`src/rtl/pio_pkg.sv`:
```
package pio_pkg;

  typedef enum logic [2:0] {
    ST_IDLE,
    ST_CHECK,
    ST_READ,
    ST_WRITE,
    ST_STEP,
    ST_FIN
  } seq_state_t;

  // size code to byte count; the 64-bit request folds to 4 bytes
  function automatic logic [2:0] elem_bytes(input logic [1:0] sel);
    case (sel)
      2'd0:    return 3'd1;
      2'd1:    return 3'd2;
      default: return 3'd4;
    endcase
  endfunction

endpackage

```
`src/rtl/pio_size_map.sv`:
```
module pio_size_map
  import pio_pkg::*;
#(
  parameter int BW = 3
) (
  input  logic [1:0]    size_sel,
  output logic [BW-1:0] bytes
);

  always_comb begin
    bytes = BW'(elem_bytes(size_sel));
  end

endmodule

```
`src/rtl/pio_addr_step.sv`:
```
module pio_addr_step #(
  parameter int AW = 64,
  parameter int CW = 64,
  parameter int BW = 3
) (
  input  logic [AW-1:0] ptr,
  input  logic [CW-1:0] cnt,
  input  logic [BW-1:0] bytes,
  input  logic          down,
  input  logic          rep,
  output logic [AW-1:0] ptr_nxt,
  output logic [CW-1:0] cnt_nxt,
  output logic          last
);

  function automatic logic [AW-1:0] advance(input logic [AW-1:0] p,
                                            input logic [BW-1:0] b,
                                            input logic          dn);
    logic [AW-1:0] delta;
    delta = AW'(b);
    return dn ? (p - delta) : (p + delta);
  endfunction

  function automatic logic [CW-1:0] consume(input logic [CW-1:0] c,
                                            input logic          r);
    return r ? (c - CW'(1)) : c;
  endfunction

  always_comb begin
    ptr_nxt = advance(ptr, bytes, down);
    cnt_nxt = consume(cnt, rep);
    last    = !rep || (cnt_nxt == '0);
  end

endmodule

```
`src/rtl/pio_seq_ctrl.sv`:
```
module pio_seq_ctrl
  import pio_pkg::*;
(
  input  logic       clk,
  input  logic       rst_n,
  input  logic       start,
  input  logic       empty_req,
  input  logic       need_perm,
  input  logic       perm_ack,
  input  logic       perm_ok,
  input  logic       rd_ack,
  input  logic       wr_ack,
  input  logic       last,
  output seq_state_t state,
  output logic       load_evt,
  output logic       capture_evt,
  output logic       step_evt,
  output logic       done,
  output logic       fault
);

  seq_state_t state_nxt;
  logic       fault_q;
  logic       deny_evt;

  assign load_evt    = (state == ST_IDLE) && start;
  assign capture_evt = (state == ST_READ) && rd_ack;
  assign step_evt    = (state == ST_STEP);
  assign deny_evt    = (state == ST_CHECK) && perm_ack && !perm_ok;

  always_comb begin
    state_nxt = state;
    case (state)
      ST_IDLE: begin
        if (start) begin
          if (empty_req)      state_nxt = ST_FIN;
          else if (need_perm) state_nxt = ST_CHECK;
          else                state_nxt = ST_READ;
        end
      end
      ST_CHECK: begin
        if (perm_ack) state_nxt = perm_ok ? ST_READ : ST_FIN;
      end
      ST_READ:  if (rd_ack) state_nxt = ST_WRITE;
      ST_WRITE: if (wr_ack) state_nxt = ST_STEP;
      ST_STEP:  state_nxt = last ? ST_FIN : ST_READ;
      ST_FIN:   state_nxt = ST_IDLE;
      default:  state_nxt = ST_IDLE;
    endcase
  end

  always_ff @(posedge clk) begin
    if (!rst_n) begin
      state   <= ST_IDLE;
      fault_q <= 1'b0;
    end else begin
      state <= state_nxt;
      if (load_evt)      fault_q <= 1'b0;
      else if (deny_evt) fault_q <= 1'b1;
    end
  end

  assign done  = (state == ST_FIN);
  assign fault = done && fault_q;

endmodule

```
`src/rtl/pio_block_input.sv`:
```
module pio_block_input
  import pio_pkg::*;
#(
  parameter int AW = 64,
  parameter int CW = 64,
  parameter int PW = 16,
  parameter int DW = 32
) (
  input  logic          clk,
  input  logic          rst_n,
  input  logic          start,
  input  logic [PW-1:0] port_addr,
  input  logic [AW-1:0] buf_ptr,
  input  logic          dir_down,
  input  logic [1:0]    size_sel,
  input  logic          rep_en,
  input  logic [CW-1:0] count_in,
  input  logic          priv_above,
  input  logic          virt_mode,
  output logic          perm_req,
  input  logic          perm_ack,
  input  logic          perm_ok,
  output logic          io_rd_req,
  output logic [PW-1:0] io_addr,
  output logic [2:0]    io_bytes,
  input  logic          io_rd_ack,
  input  logic [DW-1:0] io_rd_data,
  output logic          mem_wr_req,
  output logic [AW-1:0] mem_addr,
  output logic [DW-1:0] mem_data,
  output logic [2:0]    mem_bytes,
  input  logic          mem_wr_ack,
  output logic          busy,
  output logic          done,
  output logic          fault,
  output logic [AW-1:0] ptr_out,
  output logic [CW-1:0] count_out
);

  localparam int BW = 3;

  seq_state_t    state;
  logic          load_evt, capture_evt, step_evt, last;
  logic          empty_req, need_perm;
  logic [PW-1:0] port_q;
  logic [AW-1:0] ptr_q, ptr_nxt;
  logic [CW-1:0] cnt_q, cnt_nxt;
  logic [DW-1:0] data_q;
  logic [1:0]    sel_q;
  logic          dir_q, rep_q;
  logic [BW-1:0] bytes_w;

  assign empty_req = rep_en && (count_in == '0);
  assign need_perm = priv_above || virt_mode;

  pio_seq_ctrl u_ctrl (
    .clk         (clk),
    .rst_n       (rst_n),
    .start       (start),
    .empty_req   (empty_req),
    .need_perm   (need_perm),
    .perm_ack    (perm_ack),
    .perm_ok     (perm_ok),
    .rd_ack      (io_rd_ack),
    .wr_ack      (mem_wr_ack),
    .last        (last),
    .state       (state),
    .load_evt    (load_evt),
    .capture_evt (capture_evt),
    .step_evt    (step_evt),
    .done        (done),
    .fault       (fault)
  );

  pio_size_map #(.BW(BW)) u_size (
    .size_sel (sel_q),
    .bytes    (bytes_w)
  );

  pio_addr_step #(.AW(AW), .CW(CW), .BW(BW)) u_step (
    .ptr     (ptr_q),
    .cnt     (cnt_q),
    .bytes   (bytes_w),
    .down    (dir_q),
    .rep     (rep_q),
    .ptr_nxt (ptr_nxt),
    .cnt_nxt (cnt_nxt),
    .last    (last)
  );

  always_ff @(posedge clk) begin
    if (!rst_n) begin
      port_q <= '0;
      ptr_q  <= '0;
      cnt_q  <= '0;
      data_q <= '0;
      sel_q  <= '0;
      dir_q  <= 1'b0;
      rep_q  <= 1'b0;
    end else begin
      if (load_evt) begin
        port_q <= port_addr;
        ptr_q  <= buf_ptr;
        cnt_q  <= count_in;
        sel_q  <= size_sel;
        dir_q  <= dir_down;
        rep_q  <= rep_en;
      end
      if (capture_evt) data_q <= io_rd_data;
      if (step_evt) begin
        ptr_q <= ptr_nxt;
        cnt_q <= cnt_nxt;
      end
    end
  end

  assign perm_req   = (state == ST_CHECK);
  assign io_rd_req  = (state == ST_READ);
  assign mem_wr_req = (state == ST_WRITE);
  assign io_addr    = port_q;
  assign io_bytes   = bytes_w;
  assign mem_bytes  = bytes_w;
  assign mem_addr   = ptr_q;
  assign mem_data   = data_q;
  assign busy       = (state != ST_IDLE);
  assign ptr_out    = ptr_q;
  assign count_out  = cnt_q;

endmodule

```
`config.mk`:
```
export PLATFORM = sky130hd
export DESIGN_NAME = pio_block_input
export DESIGN_NICKNAME = d
export VERILOG_FILES = /design/src/rtl/pio_pkg.sv /design/src/rtl/pio_size_map.sv /design/src/rtl/pio_addr_step.sv /design/src/rtl/pio_seq_ctrl.sv /design/src/rtl/pio_block_input.sv
export SDC_FILE = /design/constraint.sdc
export NUM_CORES = 1
export LEC_CHECK = 0
export BUFFER_PORTS_ARGS = -buffer_cell sky130_fd_sc_hd__buf_2
export CORE_MARGIN = 1
export CORE_UTILIZATION = 45
export DETAILED_ROUTE_END_ITERATION = 10
export GPL_TIMING_DRIVEN = 0
export PLACE_DENSITY = 0.72
export SETUP_SLACK_MARGIN = 0.1
export SLEW_MARGIN = 20
export SYNTH_ARGS = -nofsm -noshare
export SYNTH_HDL_FRONTEND = slang
export SYNTH_SLANG_ARGS = --single-unit
```
`constraint.sdc`:
```
create_clock -name clk -period 4.9 [get_ports clk]
set_input_delay 0.49 -clock clk [delete_from_list [all_inputs] [get_ports clk]]
set_output_delay 0.49 -clock clk [all_outputs]
set_load 0.02 [all_outputs]
```
Word-level counts from Yosys, hierarchy flattened

Index checks and enable logic that the tools add are counted.
Widths: inputs -> output; s select.

Bits in registers: 184
Bits of input ports: 189
Output and inout port bits: 252
Word-level logic and storage cells: 57

$add $sub $neg: 3
Eq/ne operators: 10
Muxes and demuxes: 16
Bitwise operators: 1
Reduce and logical (&&, ||, !) cells: 18

Operator list:

| cell                  | count |
|---|---|
| $mux 64               | 6 |
| $logic_not 64->1      | 2 |
| $add 64x3->64         | 1 |
| $sub 64x1->64 const B | 1 |
| $sub 64x3->64         | 1 |
| $mux 3                | 7 |
| $pmux 3 s5            | 1 |
| $eq 3x2->1 const B    | 2 |
| $eq 3x3->1 const B    | 2 |
| $logic_and 1x1->1     | 6 |
| $ne 2x1->1 const B    | 3 |
| $pmux 3 s2            | 1 |
| $reduce_and 4->1      | 1 |
| $eq 3x1->1 const B    | 1 |
| $logic_not 3->1       | 1 |
| $reduce_bool 3->1     | 1 |
| $eq 2x1->1 const B    | 1 |
| $logic_not 1->1       | 2 |
| $logic_not 2->1       | 1 |
| $logic_or 1x1->1      | 2 |
| $mux 2                | 1 |
| $ne 2x2->1 const B    | 1 |
| $reduce_bool 2->1     | 1 |
| $reduce_or 2->1       | 1 |
| $not 1->1             | 1 |

Logic depth before layout (Yosys ltp)

Gate-level depths: netlist of run 1.

Depth in word-level cells: 6
Mapped depth: 15
Mapped depth without buffers: 15

Hierarchy

A second synthesis of run 1 with hierarchy kept.

Cell total of the unflattened synthesis: 1784
Area total of the unflattened synthesis: 14383.8 um^2

By module, submodules not included:

| module          | instances | cells an instance | area an instance (um^2) | seq. area each (um^2) |
|---|---|---|---|---|
| pio_block_input | 1         | 959               | 8755.9                  | 3603.5 |
| pio_addr_step   | 1         | 779               | 5237.5                  | 0.0 |
| pio_seq_ctrl    | 1         | 43                | 376.6                   | 80.1 |
| pio_size_map    | 1         | 3                 | 13.8                    | 0.0 |

Least setup slack after synthesis of run 1

OpenSTA, ideal clock, no wires.

Kind: reg2reg
From: reg dir_q
To: reg ptr_q[50], in the netlist mem_addr[50]
Setup time: 122 ps
Arrival: 4155 ps
Required time: 4778 ps
Setup slack: 623 ps
Cell stages (with the launch flop): 12
Buffers on the path: 0
Period minus slack after synthesis: 4277 ps
Cell sequence: dfxtp_1 > nor2b_1 > ha_1 > nor2b_1 > o31a_1 > o31a_1 > or3_1 > a31oi_1 > nand2_1 > o311ai_4 > a2111oi_0 > a311o_1

Word-level cells in the longest chain between the ends: 2

RTL lines:

| item                   | line                   | text |
|---|---|---|
| start, declared        | pio_block_input.sv:50  | `logic dir_q, rep_q;` |
| start signal, assigned | pio_block_input.sv:106 | `dir_q <= dir_down;` |
| $mux 64                | pio_addr_step.sv:21    | `return dn ? (p - delta) : (p + delta);` |
| $mux 64                | pio_block_input.sv:110 | `if (step_evt) begin` |
| end signal, assigned   | pio_block_input.sv:103 | `ptr_q <= buf_ptr;` |
| end signal, assigned   | pio_block_input.sv:111 | `ptr_q <= ptr_nxt;` |
| end, declared          | pio_block_input.sv:46  | `logic [AW-1:0] ptr_q, ptr_nxt;` |

No other way between the ends.
A chain may end at the register's enable or synchronous reset.

Worst setup path in the final report of run 1

From: reg sel_q[0]
To: reg ptr_q[50], in the netlist mem_addr[50]

Word-level cells in the longest chain between the ends: 5
Elaborated cells between the ends (all ways): 7
Those cells by class: 2 x add/sub; 1 x eq/ne; 3 x mux; 1 x reduce/logical

RTL lines:

| item                                           | line                   | text |
|---|---|---|
| start, declared                                | pio_block_input.sv:49  | `logic [1:0] sel_q;` |
| start signal, assigned                         | pio_block_input.sv:105 | `sel_q <= size_sel;` |
| $eq 2x1->1 or $logic_not 2->1 (tied branches)  | pio_pkg.sv:14          | `case (sel)` |
| $pmux 3 s2 (*)                                 | pio_pkg.sv:14          |  |
| $add 64x3->64 or $sub 64x3->64 (tied branches) | pio_addr_step.sv:21    |  |
| $mux 64 (*)                                    | pio_addr_step.sv:21    |  |
| $mux 64 (*)                                    | pio_block_input.sv:110 |  |

Mark *: on every way between the ends. The rest lies on a longest branch, timed or not.

==> results of run 1 <==
what timing repair did:
action / in CTS / in global routing
setup endpoints to repair: 0 / 1
hold buffers: 0 / 0
resized for setup: 0 / 1
metrics by stage:
step           std cells  worst slack (ps)  utilization (%)  total power, uW  hold WS [ps]
6_report            2812             433.6            56.69             9056         243.7
5_1_grt             2812             232.5            56.69             9530         241.5
4_1_cts             2811             391.6            56.67             8922         234.4
3_5_place_dp        2779             424.6            54.70             7442         444.8
3_3_place_gp        2778            -970.1            54.63             7397         439.6
2_1_floorplan       1942             622.7                -             5608         439.5
layer usage:
layer	GRT usage, %	up-vias
met1	51.14	8106
met3	7.740	187
met2	62.94	1025
li1	-	7972
met4	21.26	0
met5	0	-
cells by family after synthesis:
family	count (synthesis)
mux	14
fa+ha+maj	66
simple gates	799
buf+inv	223
compound gates	601
flops	184
xor+xnor	55
area by class of cell:
| cell class | count | area share [%] |
|---|---|---|
| Timing Repair Buffer | 441 | 12.78 |
| Sequential cell | 184 | 21.21 |
| Multi-Input combinational cell | 1535 | 52.92 |
| Clock buffer | 17 | 2.447 |
| Inverter | 36 | 0.7772 |
| Clock inverter | 15 | 1.015 |
| Tap cell | 396 | 2.850 |
| Buffer | 187 | 5.987 |
| Antenna cell | 1 | 0.01439 |
layout by cell type, fill, tap and decap left out, types with 36 or more instances in the layout:
| cell type | n |
|---|---|
| sky130_fd_sc_hd__a21oi_1 | 248 |
| sky130_fd_sc_hd__dfxtp_1 | 183 |
| sky130_fd_sc_hd__nor2_1 | 131 |
| sky130_fd_sc_hd__ha_1 | 65 |
| sky130_fd_sc_hd__nor3_1 | 59 |
| sky130_fd_sc_hd__buf_2 | 443 |
| sky130_fd_sc_hd__nand2_1 | 340 |
| sky130_fd_sc_hd__nand3_1 | 48 |
| sky130_fd_sc_hd__nor4_1 | 51 |
| sky130_fd_sc_hd__inv_1 | 36 |
| sky130_fd_sc_hd__o21ai_0 | 95 |
| sky130_fd_sc_hd__clkbuf_1 | 98 |
| sky130_fd_sc_hd__a21o_1 | 43 |
| sky130_fd_sc_hd__buf_4 | 69 |
state kept, by name, summed over array words and instances, names as in the netlist:
register        count
count_out          64
mem_addr           64
mem_data           32
io_addr            16
u_ctrl.state        3
sel_q               2
dir_q               1
rep_q               1
u_ctrl.fault_q      1
power groups by stage:
| stage | Combinational (uW) | Clock (uW) | Sequential [uW] |
|---|---|---|---|
| final | 5240 | 1500 | 2320 |
| after global routing | 5620 | 1560 | 2350 |
| after CTS | 5130 | 1500 | 2290 |
| after detailed placement | 5120 | 0 | 2330 |
| after global placement | 5050 | 0 | 2350 |
| after floorplan | 3050 | 0 | 2560 |
worst max path at each step:
stage                  start            to  depth (start not counted)
global route        sel_q[0]  mem_addr[53]                         14
global placement       dir_q  mem_addr[50]                         12
finish              sel_q[0]  mem_addr[50]                         14
floorplan              dir_q  mem_addr[50]                         11
CTS                 sel_q[0]  mem_addr[53]                         14
detailed placement  sel_q[0]  mem_addr[53]                         14
worst max-delay path: stages (launching register included):
cell                        delay, ps
sky130_fd_sc_hd__dfxtp_1          490
sky130_fd_sc_hd__nor2b_1          320
sky130_fd_sc_hd__inv_1            100
sky130_fd_sc_hd__ha_1             230
sky130_fd_sc_hd__nor2b_1          130
sky130_fd_sc_hd__ha_1             280
sky130_fd_sc_hd__nor2b_1          160
sky130_fd_sc_hd__o31a_1           280
sky130_fd_sc_hd__o31a_1           310
sky130_fd_sc_hd__or3_1            440
sky130_fd_sc_hd__a31oi_1          190
sky130_fd_sc_hd__nand2_1          270
sky130_fd_sc_hd__o311ai_4         560
sky130_fd_sc_hd__a2111oi_0        230
sky130_fd_sc_hd__a311o_1          350
==> impl_summary.md, run 1 <==
Synth
In the post-synthesis netlist, the cell with the most instances is sky130_fd_sc_hd__nand2_1. Of the total synthesized cell area, the portion taken by AND, OR, NAND and NOR gates is 27.84%. The dominant synthesized flop cell is sky130_fd_sc_hd__dfxtp_1.

Synthesis instantiated 98 different standard cells from the library. The synthesized netlist devotes 5.928% of its cell area to adder and majority cells. The share of flip-flops with an asynchronous set or reset after synthesis is 0%.

Averaged over all synthesized cells, the footprint is approximately 7.2 um^2. In the synthesized netlist, the cells that appear most often are sky130_fd_sc_hd__nand2_1, sky130_fd_sc_hd__a21oi_1, sky130_fd_sc_hd__dfxtp_1, sky130_fd_sc_hd__nor2_1, sky130_fd_sc_hd__clkbuf_1. The number of enable flip-flop cells after synthesis is 0. The count of state elements after synthesis is approximately 180.

The synthesized netlist devotes between 20% and 30% of its cell area to compound gates. The multiplexer fraction of the synthesized cell area is just over 1%. The area share of xor/xnor cells in the synthesized design is 3.427%. Summing the sequential cell areas from Yosys gives 26.21% of the chip area. The total standard cell area after synthesis is 14060 um^2. The number of nets produced by synthesis is 2197. The proportion of netlist area held by the largest area contributor is a little over a quarter. The dominant combinational cell family by area after synthesis is simple AND/OR/NAND/NOR gates. The cell accounting for the most synthesized area is sky130_fd_sc_hd__dfxtp_1.

Yosys printed 0 warnings. The gate count after technology mapping is between 1.5k and 2k. Yosys attributes the largest share of cell area to sky130_fd_sc_hd__dfxtp_1, sky130_fd_sc_hd__nand2_1, sky130_fd_sc_hd__a21oi_1, sky130_fd_sc_hd__ha_1, sky130_fd_sc_hd__buf_4.

STA
The minimum period implied by the final worst setup slack is 4466 ps. Setup repair after global routing left no endpoint under its margin. The setup-violating endpoint count in the final report is 0. The max-slew violation count is 0. The maximum achievable frequency is 0.2239 GHz.

At the pin with the least slew margin, the transition time is 1099 ps. In the finished design, the share of the clock period the worst path needs comes to 91.15%. The number of failing hold endpoints at the final stage is 0. Measured against its own limit, the worst slew margin works out to between 20% and 30%. The worst clock skew is roughly 14 ps. After routing, the total negative slack on setup checks comes to 0 ps.

Power
The switching share of power is between 50% and 60%. In this run the static leakage power is around 0.0081 uW. The share of total power in the clock network is 16.5%. The maximum resistive drop on vdd is ~0.00025 V. The internal power of the cells totals 4311 uW. The part of the total power dissipated in sequential elements is 25.6%. Dividing total power by cell area gives a power density of 520.8 nW/um^2.

The portion of total power attributed to combinational logic is 57.9%. Summed over all nets, the switching power comes to 4745 uW.

Floorplan
The I/O pin count is roughly 440. Row generation in the floorplan step produced 64 rows. The initial standard-cell utilization of the core is 45.83%. The overall die area is between 30000 and 40000 um^2. From bottom edge to top edge, the die measures 178.7 um. The core area is 30670 um^2. Measured along the x axis, the die boundary spans ~180 um.

Critical path
Of all nets on the critical path, the largest fanout is 8. By startpoint and endpoint, the worst setup path is classified as reg2reg. For the worst setup path, the data arrival time is 4830 ps. The required time of the worst setup path is roughly 5300 ps. The nature of the critical path endpoint is a flip-flop. The worst reg-to-reg setup slack is approximately 430 ps. The destination of the worst register-to-register timing path is mem_addr[50].

The worst register-to-register path begins at sel_q[0]. The number of cells on the worst reg-to-reg path is 14. The worst setup path is launched from a flip-flop.

Final layout
The post-route netlist has 24.76% of its cells at a drive strength greater than 1. The area growth from synthesis to layout is 23.70%. The sequential cell area is 3687 um^2. The area taken by multi-input logic gates is 9201 um^2. The cell area after layout is roughly 17000 um^2. The number of filler cells placed in the layout is 3041.

The net count reported at finish is 2657.

Clocking
The clock sink count is between 150 and 200. The maximum count of clock buffers along a single path is 2. The number of CTS-inserted buffers is 17. After clock tree synthesis, the clock-pin slew on the worst setup and hold paths is approximately 90 ps.

The TritonCTS clock tree is yes. The H-tree level count is 4. The number of buffers inserted to repair setup after CTS is 0. The clock reaches the later pin of the worst-skew pair after around 470 ps.

The cell sitting at the root of the clock tree is a sky130_fd_sc_hd__clkbuf_16.

GRT
The number of antenna violations at the first check in global routing is 1. The total routing resource utilization after global routing is 39.86%. Entering global routing, the biggest net connects 44 pins.

For this run the aggregate overflow at the end of global routing stands at 0. The number of global-route vias before repair is 15.69k. The first-pass GRT wire length is 94.38 mm.

Place
The number of port buffers is 440. In this run the cell area measured after placement is 16780 um^2. The post-detailed-placement half-perimeter wirelength is between 50 and 60 mm.

The final estimated routing congestion in global placement is 1.002.

Outcome
The run finished with clean final reports.

Hold path
The cell depth of the worst hold path is 3. The worst-case hold path end point is sel_q[0]. The class of the tightest hold or removal check is in2reg.

The worst hold path begins at size_sel[0].

Route
Routed signal wires occupy layers up through met4. After detailed routing, the number of vias per cell comes to 6.149. Dividing the detail-routed wire length by the instance count gives 23.19 um. After detailed routing, the wire length on met1 is 26.20 mm. The number of DRC markers in iteration 0 is approximately 1.8k. Summed over all nets, wire length on met2 after detailed routing comes to 29.56 mm. The remaining antenna violation count is 0. The via total after detailed routing is ~17k. In the routed design, unresolved DRC markers number 0. For this run, the detailed router's first-pass iteration total came to 8. In the detailed route, the total length drawn on met3 is 6.092 mm. Summed over all layers, the routed wires come to 65.21 mm.

Job
The tool flagged a number of max-cap violations equal to 0.
(Power assumes the default switching activity.)
==> run 2: changes to the inputs <==
--- a/config.mk
+++ b/config.mk
@@ -10,9 +10,10 @@
 export CORE_UTILIZATION = 45
 export DETAILED_ROUTE_END_ITERATION = 10
 export GPL_TIMING_DRIVEN = 0
-export PLACE_DENSITY = 0.72
-export SETUP_SLACK_MARGIN = 0.1
+export PLACE_DENSITY = 0.71
+export SETUP_SLACK_MARGIN = 0.5
 export SLEW_MARGIN = 20
 export SYNTH_ARGS = -nofsm -noshare
 export SYNTH_HDL_FRONTEND = slang
+export SYNTH_HIERARCHICAL = 1
 export SYNTH_SLANG_ARGS = --single-unit
==> impl_summary.md, run 2 <==
Critical path
The logic depth of the worst register-to-register path is 12. Data arrives at the worst endpoint at 4680 ps. The destination of the worst register-to-register timing path is u_ctrl/state[2]. The nature of the critical path endpoint is a flip-flop. The worst reg-to-reg setup slack is between 600 and 700 ps. The worst-path maximum fanout is 6. For the worst setup path, the data required time is 5300 ps. The kind of launch point of the worst setup path is a flip-flop. The launching point of the worst reg2reg path is count_out[39]. The worst setup path category is reg2reg.

Place
The final estimated routing congestion in global placement is 0.9618. The worst slack at placement is -133.2 ps. The wire-length estimate of the detail-placed layout is 37.36 mm. The number of port buffers is 440. The number of instances in the placed design is roughly 2.6k.

Synth
In this run the biggest area consumer among cell types represents 25.61% of the synthesized area. For this run, the register share of the synthesized area comes to 25.61%. The number of enable flip-flop cells after synthesis is 0. The share of flip-flops with an asynchronous set or reset after synthesis is 0%. After Yosys synthesis, full adders, half adders and majority gates account for 5.880% of the synthesized area. The count of state elements after synthesis is between 150 and 200. By count the netlist is led by sky130_fd_sc_hd__nand2_1, sky130_fd_sc_hd__dfxtp_1, sky130_fd_sc_hd__mux2i_1, sky130_fd_sc_hd__and2_1, sky130_fd_sc_hd__o21ai_1. The multiplexer fraction of the synthesized cell area is 12.99%.

The area share of xor/xnor cells in the synthesized design is 7.368%. Of the total synthesized cell area, the portion taken by AND, OR, NAND and NOR gates is between 20% and 30%. The synthesis warning total is 6. Counting distinct cell types in the post-synthesis netlist gives 83. Of all cell types, the one taking the most synthesized area is sky130_fd_sc_hd__dfxtp_1. For this run, the leading register cell type out of synthesis is sky130_fd_sc_hd__dfxtp_1. Counting every instance in the synthesized netlist gives around 1.8k. The dominant combinational cell family by area after synthesis is simple AND/OR/NAND/NOR gates. Among all cell types in the netlist, the one instantiated most often is sky130_fd_sc_hd__nand2_1. The number of nets produced by synthesis is slightly above 2k. Averaged over all synthesized cells, the footprint is 8.063 um^2. Ranked by total cell area, the synthesized netlist is headed by sky130_fd_sc_hd__dfxtp_1, sky130_fd_sc_hd__mux2i_1, sky130_fd_sc_hd__and2_1, sky130_fd_sc_hd__ha_1, sky130_fd_sc_hd__nand2_1.

The total standard cell area after synthesis is approximately 14000 um^2. The synthesized netlist devotes 15.05% of its cell area to compound gates.

Hold path
The class of the tightest hold or removal check is in2reg. Along the worst hold path, the cell count comes to 3. The worst-case hold path end point is io_addr[13]. The worst hold path begins at port_addr[13].

Power
The portion of total power attributed to combinational logic is 49.0%. The part of the total power dissipated in sequential elements is 29.0%. In this run the static leakage power is between 0.008 and 0.009 uW. The internal portion of total power is between 3000 and 4000 uW.

For this design the total switching power over the nets is about 2900 uW. Of the total power, the share spent switching nets is 43.73%. The total power divided by cell area is 366.8 nW/um^2.

The maximum resistive drop on vdd is ~0.00025 V. The clock network is responsible for 22.0% of the overall power.

Floorplan
In this run the horizontal extent of the chip is 180.8 um. The die extent in y is 180.8 um. The I/O pin count is 441. The floorplan step defined a die boundary enclosing 32680 um^2. The floorplan has 65 rows. The core area is 31470 um^2. The initial utilization of the core area, before any placement, comes to 45.70%.

Clocking
TritonCTS created 17 clock buffers. Clock tree synthesis found a total of 184 sinks. CTS placed an instance of sky130_fd_sc_hd__clkbuf_16 at the clock tree root. The later pin in the worst-skew pair is clocked with a latency of between 400 and 500 ps. The longest clock path from root to sink contains 2 buffers. TritonCTS built the clock tree. Clock-pin slew was measured on the worst setup and hold paths at about 80 ps.

The H-tree level count is 4.

STA
The worst slew margin relative to its limit is slightly below 30%. The max-slew violation count is 0. The worst clock skew is 9.474 ps. The worst setup slack after layout is 624.3 ps. The worst slack on hold paths is 285.5 ps.

The routed design could run at a clock period as short as 4276 ps. The slew at the pin closest to its max-slew limit is 1043 ps. The setup-violating endpoint count in the final report is 0. The number of failing hold endpoints at the final stage is 0. Setup repair after global routing could not meet its margin everywhere. Static timing analysis puts the maximum clock frequency at 0.2339 GHz. Dividing the final minimum period by the clock period gives a little under 90%. In the final timing run, aggregate negative setup slack is 0 ps.

GRT
The number of global-route vias before repair is 13.93k. Global routing finished with a remaining overflow of 0. The maximum number of pins on one net before global-route repair is 32. The number of antenna violations at the first check in global routing came to 6.

In the global route stage, overall resource usage came out at between 20% and 30%. The first global-routing pass estimated 73.91 mm of wire.

Final layout
The area growth from synthesis to layout is 25.21%. The net count reported at finish is roughly 2.5k. In the layout the commonest cells are sky130_fd_sc_hd__buf_2, sky130_fd_sc_hd__nand2_1, sky130_fd_sc_hd__mux2i_1. The library cell used most frequently in the layout, excluding fill and tap cells, is sky130_fd_sc_hd__buf_2.

The ratio of cells with drive above 1 in the final layout is 28.68%. The final non-filler cell total is between 2k and 3k.

Route
Using the TritonRoute via totals, the vias-per-cell ratio works out to 5.559. The routed wire length is 48.48 mm. The number of DRC markers in iteration 0 is 1012. The via total after detailed routing is 14.84k. For this run, the detailed router's first-pass iteration total came to 5. The remaining antenna violation count is 0. The final routed wire length divided by cell count is approximately 18 um. The post-detailed-route DRC marker count is 0.

Outcome
The flow ran to the end, and the final reports show no timing, DRC or antenna violations.

Job
Across the run, the number of max-cap violations was 0.
run 2: changes by cell type in the layout (fill, tap and decap cells not counted), sizes merged, moves of 21 or more:
cell	previous run	this run
clkbuf	119	68
nor2b	14	61
mux2i	13	184
xnor2	28	72
buf	525	557
nand2	340	204
a21oi	249	81
nor2	131	75
and2	10	132
a21o	44	23
o21ai	100	180
xor2	27	49
nand3	48	21
run 2: layout make-up:
type	count	area [um^2]
Timing Repair Buffer	447	2255
Fill cell	2984	13460
Sequential cell	184	3686
Tap cell	402	503.0
Clock buffer	17	425.4
Buffer	161	1045
Antenna cell	2	5.005
Multi-Input combinational cell	1415	9793
Inverter	27	101.3
Clock inverter	15	196.4
run 2: kinds of logic (layout without fill, tap and decap cells):
kind of cell,Yosys count,after routing
simple gates,668,670
flops,184,184
compound gates,370,371
mux,186,186
xor+xnor,121,121
buf+inv,188,667
other cells,0,2
fa+ha+maj,67,67
run 2: worst max path at each step:
stage | from | to
final | count_out[39] | u_ctrl/state[2]
after global routing | sel_q[0] | mem_addr[60]
after CTS | count_out[18] | u_ctrl/state[2]
after detailed placement | sel_q[0] | mem_addr[61]
after global placement | sel_q[0] | mem_addr[61]
after floorplan | sel_q[0] | mem_addr[52]
run 2: routing by layer:
metal	global-route usage (%)	vias up	routed length [um]
met5	0	-	42
met4	11.11	6	1535
met3	5.584	99	3418
met2	48.97	645	23160
met1	34.74	6926	20320
li1	-	7166	-
run 2: per-stage QoR:
stage          total power (uW)  area [um^2]  utilization, %
3_5_place_dp               5046        17090           54.30
6_report                   6605        18010           57.22
2_1_floorplan              4191        14380               -
5_1_grt                    6988        18010           57.21
4_1_cts                    6541        17830           56.64
3_3_place_gp               4990        17090           54.30
run 2: critical path, stage by stage (launching register included):
cell,delay [ps]
sky130_fd_sc_hd__dfxtp_1,400
sky130_fd_sc_hd__nor4_2,430
sky130_fd_sc_hd__nand4_1,370
sky130_fd_sc_hd__nor4_4,590
sky130_fd_sc_hd__nand2_1,130
sky130_fd_sc_hd__xnor2_1,170
sky130_fd_sc_hd__nor4_1,270
sky130_fd_sc_hd__nand3_1,200
sky130_fd_sc_hd__or4_1,710
sky130_fd_sc_hd__o41ai_4,470
sky130_fd_sc_hd__mux2_1,200
sky130_fd_sc_hd__a32o_1,130
sky130_fd_sc_hd__o211a_1,150
run 2: power groups by stage:
stage	clock, uW	sequential (uW)	combinational [uW]
4_1_cts	1480	1910	3150
3_5_place_dp	0	1940	3110
6_report	1450	1910	3240
5_1_grt	1540	1940	3510
3_3_place_gp	0	1940	3050
2_1_floorplan	0	2070	2120
run 2: what timing repair did:
action	4_1_cts	5_1_grt
setup buffers	2	5
cloned	1	2
pin swaps	2	9
gates resized for setup	20	30
hold buffers	0	0
setup endpoints to repair	36	19
==> run 3: changes to the inputs <==
--- a/config.mk
+++ b/config.mk
@@ -7,10 +7,9 @@
 export LEC_CHECK = 0
 export BUFFER_PORTS_ARGS = -buffer_cell sky130_fd_sc_hd__buf_2
 export CORE_MARGIN = 1
-export CORE_UTILIZATION = 45
+export CORE_UTILIZATION = 38
 export DETAILED_ROUTE_END_ITERATION = 10
 export GPL_TIMING_DRIVEN = 0
-export PLACE_DENSITY = 0.71
 export SETUP_SLACK_MARGIN = 0.5
 export SLEW_MARGIN = 20
 export SYNTH_ARGS = -nofsm -noshare
==> impl_summary.md, run 3 (synthesis results as in run 2) <==
Outcome
The flow ran to the end, and the final reports show no timing, DRC or antenna violations.

GRT
The first global-routing pass estimated approximately 76 mm of wire. The number of antenna violations at the first check in global routing is 0. The met1 track utilization from global routing is 32.24%.

Entering global routing, the biggest net connects 32 pins. Across every metal layer, demand over resource in global routing totals 25.23%. The met2 layer usage reported by global route is a little over two fifths. Summed over all layers, the global routing overflow is 0. After global routing, the most crowded layer is met2. The number of global-route vias before repair was around 14k.

The met3 usage in global routing is 4.346%.

Route
Before antenna repair, the detailed router went through 5 iterations. The post-detailed-route DRC marker count is 0. The via-per-instance ratio is between 5 and 6. In the final routed layout, each cell accounts on average for 18.18 um. The via total after detailed routing is 14.64k. The routed wire length is 50.45 mm. The detail route stage leaves a number of antenna-violating nets equal to 0. The number of DRC markers in iteration 0 is 763.

STA
The worst clock skew is 13.53 ps. The slew at the pin closest to its max-slew limit is 1170 ps. Setup violations remaining at the end of the flow were counted as 0. The number of failing hold endpoints at the final stage is 0. Of the available clock period, the critical path in the final layout requires just under 90%. After layout, the minimum clock period comes to 4234 ps. The max-slew violation count is 0. Static timing analysis puts the maximum clock frequency at 0.2362 GHz. Measured against its own limit, the worst slew margin works out to 21.29%. Setup repair after global routing left no endpoint under its margin.

Floorplan
After floorplanning, the core was divided into 70 placement rows. 441 I/O pins were placed. The die extent in y is just under 200 um. The core area is about 37000 um^2.

The die covers 38630 um^2. The horizontal die dimension is 196.6 um. The initial standard-cell utilization of the core is 38.92%.

Final layout
At the end of the flow, the number of nets in the layout was 2513. Summing all multi-input logic gate instances after layout gives 9856 um^2. The library cells used most frequently in the layout, excluding fill and tap cells, are sky130_fd_sc_hd__buf_2, sky130_fd_sc_hd__nand2_1, sky130_fd_sc_hd__mux2i_1. Of the cells placed in the final design, the portion with a size suffix greater than 1 is 29.26%. The most common cell after layout, fill and taps aside is sky130_fd_sc_hd__buf_2.

Cells fill between 40% and 50% of the core in the end. The number of filler cells placed in the layout is approximately 3.7k. Once layout is complete, the cells apart from fillers number roughly 2.8k.

Registers take 3686 um^2. The cell area after layout is 18170 um^2. Relative to the synthesized area, the layout overhead comes to 26.34%.

Power
Combinational cells account for between 40% and 50% of the total power. The part of the total power dissipated in sequential elements is 29.1%. Dividing total power by cell area gives a power density of 362.7 nW/um^2. The switching share of power is 43.36%. The internal portion of total power is 3733 uW.

The analysis attributes to cell leakage a power of 0.008465 uW. The analysis attributes to net switching a power of 2858 uW. IR analysis of the VDD net gives a maximum drop of between 0.0002 and 0.0003 V. The share of total power in the clock network is 21.5%. The post-route total power is roughly 6600 uW.

Clocking
The maximum count of clock buffers along a single path is 2. The clock latency on the worst-skew pair is 460 ps. The library cell used as clock root buffer is sky130_fd_sc_hd__clkbuf_16. The TritonCTS clock tree is yes. In this run the number of H-tree levels came out at 4. The clock slew at the register clock pins of the worst setup and hold paths is 80 ps. The clock sink count is about 180.

The number of CTS-inserted buffers is 17. The number of hold-repair buffers added at the cts stage is 0.

Critical path
The cell with the largest stage delay on the worst path is sky130_fd_sc_hd__o41ai_2. The launching point of the worst reg2reg path is sel_q[0]. The destination of the worst register-to-register timing path is mem_addr[62]. The kind of launch point of the worst setup path is a flip-flop.

The required time of the worst setup path is 5250 ps. At the worst endpoint, the arrival time is 4590 ps. The critical path is of the reg2reg type. The worst reg-to-reg setup slack is 670 ps. The worst-path maximum fanout is 6. On the worst path, the slowest cell contributes a delay of 490 ps. The signal on the critical path passes through nor2b_4 -> inv_2 -> ha_1 -> ha_2 -> or2_4 -> ha_1 -> nand2_1 -> nor3_4 -> nand4_1 -> o41ai_2 -> a31oi_4 -> o41ai_2 -> a31oi_1 -> xnor2_1 -> nand2_1 -> o21ai_1 -> and2_1.

For the worst flop-to-flop path, the logic depth is 17. The worst setup path is captured at a flip-flop.

Place
At the end of routability-driven placement, the weighted congestion stood at approximately 0.9. The total cell area at the placement stage is approximately 17000 um^2. The number of port buffers is 440. The number of instances in the placed design is approximately 2.7k. The post-detailed-placement half-perimeter wirelength is slightly below 40 mm.

Hold path
The tightest min-delay check is of the in2reg type. For hold timing, the worst endpoint is io_addr[2]. The cell depth of the worst hold path is 3. The worst hold path begins at port_addr[2].

Job
Max-cap violations in this run came to 0.
-- run 3: worst max-delay path, delay by kind of cell, from the launching register on --
kind	cells	cell delay, ps
compound gates	5	1330
xor+xnor	1	150
fa+ha+maj	3	850
buf+inv	1	100
flops	1	380
simple gates	7	1310
-- run 3: per-stage QoR --
stage / hold slack [ps] / setup WS [ps] / setup TNS [ps]
after global placement: 494.7 / -192.4 / -1137
after CTS: 265.8 / 460.3 / 0
after global routing: 276.2 / 478.5 / 0
after floorplan: 498.3 / 743.2 / 0
after detailed placement: 501.3 / -198.4 / -1325
final: 288.0 / 665.7 / 0
-- run 3: power groups by stage --
stage / Sequential, uW / Combinational, uW / Clock (uW)
after detailed placement: 1950 / 3110 / 0
after floorplan: 2070 / 2120 / 0
after CTS: 1920 / 3170 / 1450
final: 1920 / 3250 / 1420
after global placement: 1940 / 3090 / 0
after global routing: 1950 / 3540 / 1500
-- run 3: what timing repair did --
| action | 4_1_cts | 5_1_grt |
|---|---|---|
| cloned | 1 | 2 |
| endpoints found under the setup margin | 38 | 25 |
| setup buffers | 3 | 8 |
| resized for setup | 25 | 41 |
| pin swaps | 4 | 12 |
-- run 3: area by class of cell --
class                      count  area share [%]
timing repair buffer         451           12.57
inverter                      27          0.5577
sequential                   184           20.28
multi-input combinational   1415           54.23
antenna                        2         0.02754
clock inverter                14          0.7711
tap                          504           3.470
clock buffer                  17           2.341
buffer                       161           5.742
-- run 3: routing by layer --
layer  vias to the layer above  routed length [um]
li1                       7170                   -
met1                      6848               22050
met2                       561               24150
met3                        61                3156
met4                         0                1096
met5                         -                   0
-- run 3: worst max path at each step --
stage / end / from
floorplan: mem_addr[52] / sel_q[0]
global placement: mem_addr[61] / sel_q[1]
detailed placement: mem_addr[52] / sel_q[1]
CTS: mem_addr[61] / sel_q[0]
global route: mem_addr[58] / sel_q[0]
finish: mem_addr[62] / sel_q[0]
